--- config.mk ---
export PLATFORM = sky130hd
export DESIGN_NAME = regbank_axi_slave
export DESIGN_NICKNAME = d
export VERILOG_FILES = /design/src/rtl/regbank_pkg.sv /design/src/rtl/regbank_rd_fsm.sv /design/src/rtl/regbank_wr_fsm.sv /design/src/rtl/regbank_kernel.sv /design/src/rtl/regbank_axi_slave.sv
export SDC_FILE = /design/constraint.sdc
export NUM_CORES = 1
export LEC_CHECK = 0
export BUFFER_PORTS_ARGS = -buffer_cell sky130_fd_sc_hd__buf_2
export CORE_ASPECT_RATIO = 0.6
export CORE_MARGIN = 8
export CORE_UTILIZATION = 50
export DETAILED_ROUTE_END_ITERATION = 10
export PLACE_DENSITY = 0.78
export SLEW_MARGIN = 10
export SYNTH_ARGS = -nofsm -noshare
export SYNTH_HDL_FRONTEND = slang
export SYNTH_SLANG_ARGS = --single-unit
--- constraint.sdc ---
create_clock -name clk -period 5.38 [get_ports clk]
set_input_delay 0.269 -clock clk [delete_from_list [all_inputs] [get_ports clk]]
set_output_delay 0.269 -clock clk [all_outputs]
set_load 0.005 [all_outputs]
--- src/rtl/regbank_pkg.sv ---
package regbank_pkg;
    localparam int DATA_W = 64;
    localparam int STRB_W = DATA_W / 8;
    localparam int OP_W   = 32;
    localparam int BEAT_SHIFT = 3;

    localparam int WORD_ARR   = 0;
    localparam int WORD_OPS   = 1;
    localparam int WORD_SUM   = 2;
    localparam int WORD_LOGIC = 3;
    localparam int WORD_CTRL  = 4;

    typedef enum logic {RD_IDLE, RD_BEAT} rd_state_t;
    typedef enum logic [1:0] {WR_IDLE, WR_DATA, WR_RESP} wr_state_t;
    typedef enum logic [1:0] {K_IDLE, K_CALC, K_DONE} k_state_t;
endpackage

--- src/rtl/regbank_rd_fsm.sv ---
module regbank_rd_fsm
    import regbank_pkg::*;
#(
    parameter int ADDR_W = 32,
    parameter int LEN_W  = 8
) (
    input  logic              clk,
    input  logic              rst,
    input  logic [ADDR_W-1:0] ar_addr,
    input  logic [LEN_W-1:0]  ar_len,
    input  logic              ar_valid,
    output logic              ar_ready,
    output logic              r_valid,
    input  logic              r_ready,
    output logic              r_last,
    output logic [ADDR_W-1:0] rd_word
);
    rd_state_t         state_q;
    logic [ADDR_W-1:0] word_q;
    logic [LEN_W-1:0]  lenm1_q;
    logic [LEN_W-1:0]  cnt_q;

    always_ff @(posedge clk) begin
        if (rst) begin
            state_q <= RD_IDLE;
            word_q  <= '0;
            lenm1_q <= '0;
            cnt_q   <= '0;
        end else begin
            unique case (state_q)
                RD_IDLE: if (ar_valid) begin
                    state_q <= RD_BEAT;
                    word_q  <= ar_addr >> BEAT_SHIFT;
                    lenm1_q <= ar_len;
                    cnt_q   <= '0;
                end
                RD_BEAT: if (r_ready) begin
                    word_q <= word_q + 1'b1;
                    cnt_q  <= cnt_q + 1'b1;
                    if (cnt_q == lenm1_q) state_q <= RD_IDLE;
                end
            endcase
        end
    end

    always_comb begin
        ar_ready = 1'b0;
        r_valid  = 1'b0;
        unique case (state_q)
            RD_IDLE: ar_ready = 1'b1;
            RD_BEAT: r_valid  = 1'b1;
        endcase
        r_last  = r_valid && (cnt_q == lenm1_q);
        rd_word = word_q;
    end

    assert_last_ends_burst_R3: assert property (@(posedge clk) disable iff (rst)
        (r_valid && r_ready && r_last) |=> !r_valid);
    assert_beat_held_R3: assert property (@(posedge clk) disable iff (rst)
        (r_valid && !r_ready) |=> (r_valid && $stable(rd_word) && $stable(r_last)));
endmodule

--- src/rtl/regbank_wr_fsm.sv ---
module regbank_wr_fsm
    import regbank_pkg::*;
#(
    parameter int ADDR_W = 32
) (
    input  logic              clk,
    input  logic              rst,
    input  logic [ADDR_W-1:0] aw_addr,
    input  logic              aw_valid,
    output logic              aw_ready,
    input  logic              w_valid,
    input  logic              w_last,
    output logic              w_ready,
    output logic              b_valid,
    input  logic              b_ready,
    output logic              wr_en,
    output logic [ADDR_W-1:0] wr_word
);
    wr_state_t         state_q;
    logic [ADDR_W-1:0] word_q;

    always_ff @(posedge clk) begin
        if (rst) begin
            state_q <= WR_IDLE;
            word_q  <= '0;
        end else begin
            unique case (state_q)
                WR_IDLE: if (aw_valid) begin
                    state_q <= WR_DATA;
                    word_q  <= aw_addr >> BEAT_SHIFT;
                end
                WR_DATA: if (w_valid) begin
                    word_q <= word_q + 1'b1;
                    if (w_last) state_q <= WR_RESP;
                end
                WR_RESP: if (b_ready) state_q <= WR_IDLE;
                default: state_q <= WR_IDLE;
            endcase
        end
    end

    always_comb begin
        aw_ready = 1'b0;
        w_ready  = 1'b0;
        b_valid  = 1'b0;
        unique case (state_q)
            WR_IDLE: aw_ready = 1'b1;
            WR_DATA: w_ready  = 1'b1;
            WR_RESP: b_valid  = 1'b1;
            default: ;
        endcase
        wr_en   = w_ready && w_valid;
        wr_word = word_q;
    end

    assert_resp_after_last_R7: assert property (@(posedge clk) disable iff (rst)
        (w_valid && w_ready && w_last) |=> b_valid);
    assert_resp_held_R7: assert property (@(posedge clk) disable iff (rst)
        (b_valid && !b_ready) |=> b_valid);
endmodule

--- src/rtl/regbank_kernel.sv ---
module regbank_kernel
    import regbank_pkg::*;
(
    input  logic                clk,
    input  logic                rst,
    input  logic                start,
    input  logic [OP_W-1:0]     opa,
    input  logic [OP_W-1:0]     opb,
    output logic                ready,
    output logic                finish,
    output logic [DATA_W-1:0]   sum_q,
    output logic [OP_W-1:0]     xor_q,
    output logic [OP_W-1:0]     or_q
);
    k_state_t        state_q;
    logic [OP_W-1:0] a_q, b_q;

    always_ff @(posedge clk) begin
        if (rst) begin
            state_q <= K_IDLE;
            a_q     <= '0;
            b_q     <= '0;
            sum_q   <= '0;
            xor_q   <= '0;
            or_q    <= '0;
        end else begin
            unique case (state_q)
                K_IDLE: if (start) begin
                    a_q     <= opa;
                    b_q     <= opb;
                    state_q <= K_CALC;
                end
                K_CALC: begin
                    sum_q   <= {{(DATA_W-OP_W){1'b0}}, a_q} + {{(DATA_W-OP_W){1'b0}}, b_q};
                    xor_q   <= a_q ^ b_q;
                    or_q    <= a_q | b_q;
                    state_q <= K_DONE;
                end
                K_DONE: state_q <= K_IDLE;
                default: state_q <= K_IDLE;
            endcase
        end
    end

    always_comb begin
        ready  = 1'b0;
        finish = 1'b0;
        unique case (state_q)
            K_IDLE: ready  = 1'b1;
            K_CALC: ;
            K_DONE: finish = 1'b1;
            default: ;
        endcase
    end

    assert_finish_single_R8: assert property (@(posedge clk) disable iff (rst)
        finish |=> !finish);
    assert_busy_after_start_R9: assert property (@(posedge clk) disable iff (rst)
        (start && ready) |=> !ready);
endmodule

--- src/rtl/regbank_axi_slave.sv ---
module regbank_axi_slave
    import regbank_pkg::*;
#(
    parameter int ADDR_W = 32,
    parameter int LEN_W  = 8
) (
    input  logic              clk,
    input  logic              rst,
    input  logic              start,
    output logic              ready,
    output logic              finish,
    input  logic [ADDR_W-1:0] ar_addr,
    input  logic [1:0]        ar_burst,
    input  logic [2:0]        ar_size,
    input  logic [LEN_W-1:0]  ar_len,
    input  logic              ar_valid,
    output logic              ar_ready,
    output logic [63:0]       r_data,
    output logic [1:0]        r_resp,
    output logic              r_last,
    output logic              r_valid,
    input  logic              r_ready,
    input  logic [ADDR_W-1:0] aw_addr,
    input  logic [1:0]        aw_burst,
    input  logic [2:0]        aw_size,
    input  logic [LEN_W-1:0]  aw_len,
    input  logic              aw_valid,
    output logic              aw_ready,
    input  logic [63:0]       w_data,
    input  logic [7:0]        w_strb,
    input  logic              w_last,
    input  logic              w_valid,
    output logic              w_ready,
    output logic [1:0]        b_resp,
    output logic              b_valid,
    input  logic              b_ready
);
    logic [DATA_W-1:0] arr_q;
    logic [OP_W-1:0]   opa_q, opb_q;
    logic              flag_q;
    logic [DATA_W-1:0] sum_w;
    logic [OP_W-1:0]   xor_w, or_w;
    logic [ADDR_W-1:0] rd_word, wr_word;
    logic              wr_en;

    logic unused_sideband;
    assign unused_sideband = ^{ar_burst, ar_size, aw_burst, aw_size, aw_len,
                               ar_addr[BEAT_SHIFT-1:0], aw_addr[BEAT_SHIFT-1:0]};

    regbank_rd_fsm #(.ADDR_W(ADDR_W), .LEN_W(LEN_W)) rd_i (
        .clk(clk), .rst(rst), .ar_addr(ar_addr), .ar_len(ar_len),
        .ar_valid(ar_valid), .ar_ready(ar_ready), .r_valid(r_valid),
        .r_ready(r_ready), .r_last(r_last), .rd_word(rd_word));

    regbank_wr_fsm #(.ADDR_W(ADDR_W)) wr_i (
        .clk(clk), .rst(rst), .aw_addr(aw_addr), .aw_valid(aw_valid),
        .aw_ready(aw_ready), .w_valid(w_valid), .w_last(w_last),
        .w_ready(w_ready), .b_valid(b_valid), .b_ready(b_ready),
        .wr_en(wr_en), .wr_word(wr_word));

    regbank_kernel kern_i (
        .clk(clk), .rst(rst), .start(start), .opa(opa_q), .opb(opb_q),
        .ready(ready), .finish(finish), .sum_q(sum_w), .xor_q(xor_w), .or_q(or_w));

    always_ff @(posedge clk) begin
        if (rst) begin
            arr_q  <= '0;
            opa_q  <= '0;
            opb_q  <= '0;
            flag_q <= 1'b0;
        end else if (wr_en) begin
            case (wr_word)
                WORD_ARR: for (int i = 0; i < STRB_W; i++)
                    if (w_strb[i]) arr_q[i*8 +: 8] <= w_data[i*8 +: 8];
                WORD_OPS: begin
                    if (&w_strb[STRB_W/2-1:0])      opa_q <= w_data[OP_W-1:0];
                    if (&w_strb[STRB_W-1:STRB_W/2]) opb_q <= w_data[DATA_W-1:OP_W];
                end
                WORD_CTRL: if (w_strb[0]) flag_q <= w_data[0];
                default: ;
            endcase
        end
    end

    always_comb begin
        case (rd_word)
            WORD_ARR:   r_data = arr_q;
            WORD_OPS:   r_data = {opb_q, opa_q};
            WORD_SUM:   r_data = sum_w;
            WORD_LOGIC: r_data = {or_w, xor_w};
            WORD_CTRL:  r_data = {{(DATA_W-1){1'b0}}, flag_q};
            default:    r_data = '0;
        endcase
        r_resp = 2'b00;
        b_resp = 2'b00;
    end
endmodule

==> impl_metrics.env <==
export IMPL_dieArea_sq_um=43100
export IMPL_critPathLaunchType="flop"
export IMPL_ctsResizeCount=0
export IMPL_clock_latency_ns=0.54
export IMPL_final_layout_size_suffix_gt1_share_pct=12.8
export IMPL_ir_drop_mv=0.175
export IMPL_die_w_um=263
export IMPL_rsz0062_at_grt="no"
export IMPL_slew_headroom_pct=23.2
export IMPL_synth_compound_area_share_pct=22.2
export IMPL_wl_per_cell_um=19.1
export IMPL_worstPathArrival_ns=3.47
export IMPL_hold_ws_ns=0.00513
export IMPL_crit_path_end_kind="output pin"
export IMPL_synth_xor_area_share_pct=2.01
export IMPL_ant_nets=0
export IMPL_period_share_pct=69.4
export IMPL_fillers=3213
export IMPL_clkTransAtPathRegs_ns=0.07
export IMPL_cts_buffer_depth=3
export IMPL_antenna_found_initial=3
export IMPL_pin_count=247
export IMPL_hpwl_um=39000
export IMPL_routed_wl_um=58100
export IMPL_row_count=54
export IMPL_initialDrtViolationCount=1991
export IMPL_finClkSkew_ns=0.0221
export IMPL_worstPathRequired_ns=5.11
export IMPL_total_power_mw=6.20
export IMPL_via_per_inst=5.99
export IMPL_synthMuxAreaShare_pct=2.60
export IMPL_dr_total_vias=18228
export IMPL_initial_core_util_pct=50.5
export IMPL_fmax_mhz=268
export IMPL_floorplan_die_height_um=164
export IMPL_grt_start_max_net_pins=142
export IMPL_drtPass1Iterations=8
export IMPL_final_common_cell="nand2_1"
export IMPL_fin_nets=2783
export IMPL_grt_overflow=0
export IMPL_ys_flop_type="dfxtp_1"
export IMPL_synth_adder_area_share_pct=5.04
export IMPL_finalMaxSlewViolations=0
export IMPL_ys_types=67
export IMPL_track_usage_pct=25.5
export IMPL_maxCapViolations=0
export IMPL_grt_pass1_wl_um=91600
export IMPL_syn_area_sq_um=18300
export IMPL_post_cts_buffers=0
export IMPL_cts_tree="built"
export IMPL_final_cell_mix="nand2_1 (449), dfxtp_1 (374), a21oi_1 (322)"
export IMPL_worstSetupPathType="reg -> out"
export IMPL_critPathMaxStageDelay_ns=0.67
export IMPL_synthArstFlopShare_pct=0
export IMPL_cts_root_buf="clkbuf_16"
export IMPL_synth_simple_gate_area_share_pct=21.6
export IMPL_grt_pass1_vias=17487
export IMPL_htree_levels=2
export IMPL_syn_inst=2367
export IMPL_portBuffers=218
export IMPL_ys_seq_area_share_pct=41.0
export IMPL_cts_buffers=37
export IMPL_fin_tns_setup_ns=0
export IMPL_cts_sinks=374
export IMPL_crit_chain="or4_1, nor4_1, nand3_1, or3_2, buf_4, a21oi_1, buf_2"
export IMPL_worst_pin_slew_ns=1.15
export IMPL_min_period_ns=3.74
export IMPL_remaining_drc_errors=0
export IMPL_pwr_density_cell_nw_per_um2=289
export IMPL_area_growth_pct=17.4
export IMPL_coreArea_sq_um=36100
export IMPL_worstPathMaxFanout=48
export IMPL_hold_violations=0
export IMPL_gp_congestion=0.904
export IMPL_leakage_nw=7.86
export IMPL_synth_seq_cells=374
export IMPL_ys_warnings_count=0
export IMPL_hold_class="in -> reg"
export IMPL_setup_viol=0
export IMPL_synth_top_family_by_area="compound AO/OA/AOI/OAI gates"
export IMPL_synth_edf_count=0
export IMPL_slowest_stage="or3_2"
export IMPL_synth_avg_cell_area_sq_um=7.72
export IMPL_ctsHoldBuffers=69
export IMPL_status="finished, final reports clean"
-- layer usage --
metal / up-vias / global-route usage, % / share of wire [%] / routed length [um]
met2: 813 / 41.6 / 46 / 26700
met4: 0 / 9.05 / 3.1 / 1820
met1: 8660 / 34.4 / 44 / 25400
met5: - / 0 / 0 / 0
met3: 131 / 3.69 / 7.2 / 4200
li1: 8624 / - / - / -
-- worst max-delay path: cells and delay by family, from the launching register on --
family,cells,cell delay [ns]
AND/OR/NAND/NOR,4,1.65
flip-flops,1,0.35
buffers and inverters,2,0.59
AO/OA/AOI/OAI,1,0.33
-- stage by stage --
| stage | setup slack (ns) | cell area [sq um] | instances | util (%) |
|---|---|---|---|---|
| 3_5_place_dp | 2.28 | 19500 | 2906 | 53.9 |
| 2_1_floorplan | 2.80 | 18300 | 2370 | - |
| 5_1_grt | 1.52 | 21400 | 3041 | 59.3 |
| 3_3_place_gp | 2.20 | 19500 | 2906 | 53.9 |
| 6_report | 1.64 | 21400 | 3041 | 59.3 |
| 4_1_cts | 1.69 | 21400 | 3037 | 59.2 |
-- Yosys cell counts (6+ instances only) --
master / n / area share, %
nand4_1: 23 / 0.79
clkbuf_1: 156 / 3.2
nand2_1: 450 / 9.2
nand2b_1: 8 / 0.27
xnor2_1: 28 / 1.3
xor2_1: 14 / 0.67
a22o_1: 13 / 0.62
a211oi_1: 57 / 2.3
a21o_1: 17 / 0.70
a21oi_1: 323 / 8.9
o21bai_1: 6 / 0.25
nor4_1: 24 / 0.82
o21ai_0: 50 / 1.4
a31oi_1: 13 / 0.45
buf_2: 7 / 0.19
a22oi_1: 72 / 3.0
nor3_1: 39 / 1.1
a222oi_1: 31 / 1.7
mux2i_1: 43 / 2.4
nand3_1: 99 / 2.7
buf_1: 12 / 0.25
ha_1: 72 / 4.9
and3_1: 18 / 0.62
inv_1: 75 / 1.5
nor2b_1: 8 / 0.27
a311oi_1: 10 / 0.48
dfxtp_1: 374 / 41
nor2_1: 230 / 4.7
-- cell families after synthesis --
family,Yosys count
other cells,1
xor+xnor,42
simple gates,927
buf+inv,258
flops,374
compound gates,645
mux,47
fa+ha+maj,73
-- report_power, final --
group	switching [mW]	internal, mW
combinational	0.386	0.198
sequential	0.0768	2.83
clock	1.12	1.58
-- cell type report --
cell class              instances  area, sq um  share of cell area, %
diodes                          3         7.51                 0.0350
clock buffers                  48         1060                   4.94
clock inverters                14          180                  0.841
inverters                      77          289                   1.35
multi-input cells            1738         9840                   45.9
flip-flops and latches        374         7490                   34.9
well taps                     476          596                   2.78
repair buffers                311         1970                   9.21
-- state kept, by name (all words and copies together) (netlist names) --
| register | count |
|---|---|
| rd_i.rd_word | 32 |
| wr_i.wr_word | 32 |
| kern_i.a_q | 32 |
| rd_i.state_q | 1 |
| kern_i.sum_q | 32 |
| kern_i.b_q | 32 |
| kern_i.or_q | 32 |
| opa_q | 32 |
| kern_i.state_q | 2 |
| opb_q | 32 |
| kern_i.xor_q | 32 |
| rd_i.lenm1_q | 8 |
| arr_q | 64 |
| flag_q | 1 |
| wr_i.state_q | 2 |
| rd_i.cnt_q | 8 |
-- path summary, 6_finish.rpt --
kind              slack, ns        startpoint  cells past startpoint                to
hold reg to reg        0.45   kern_i.sum_q[6]                      2   kern_i.sum_q[6]
setup reg to reg       2.19     kern_i.b_q[0]                     10  kern_i.sum_q[32]
setup / recovery       1.64  rd_i.rd_word[24]                      7        r_data[20]
hold / removal        0.005        w_data[41]                      3          opb_q[9]
No activity file was read; power rests on OpenSTA's default activity.
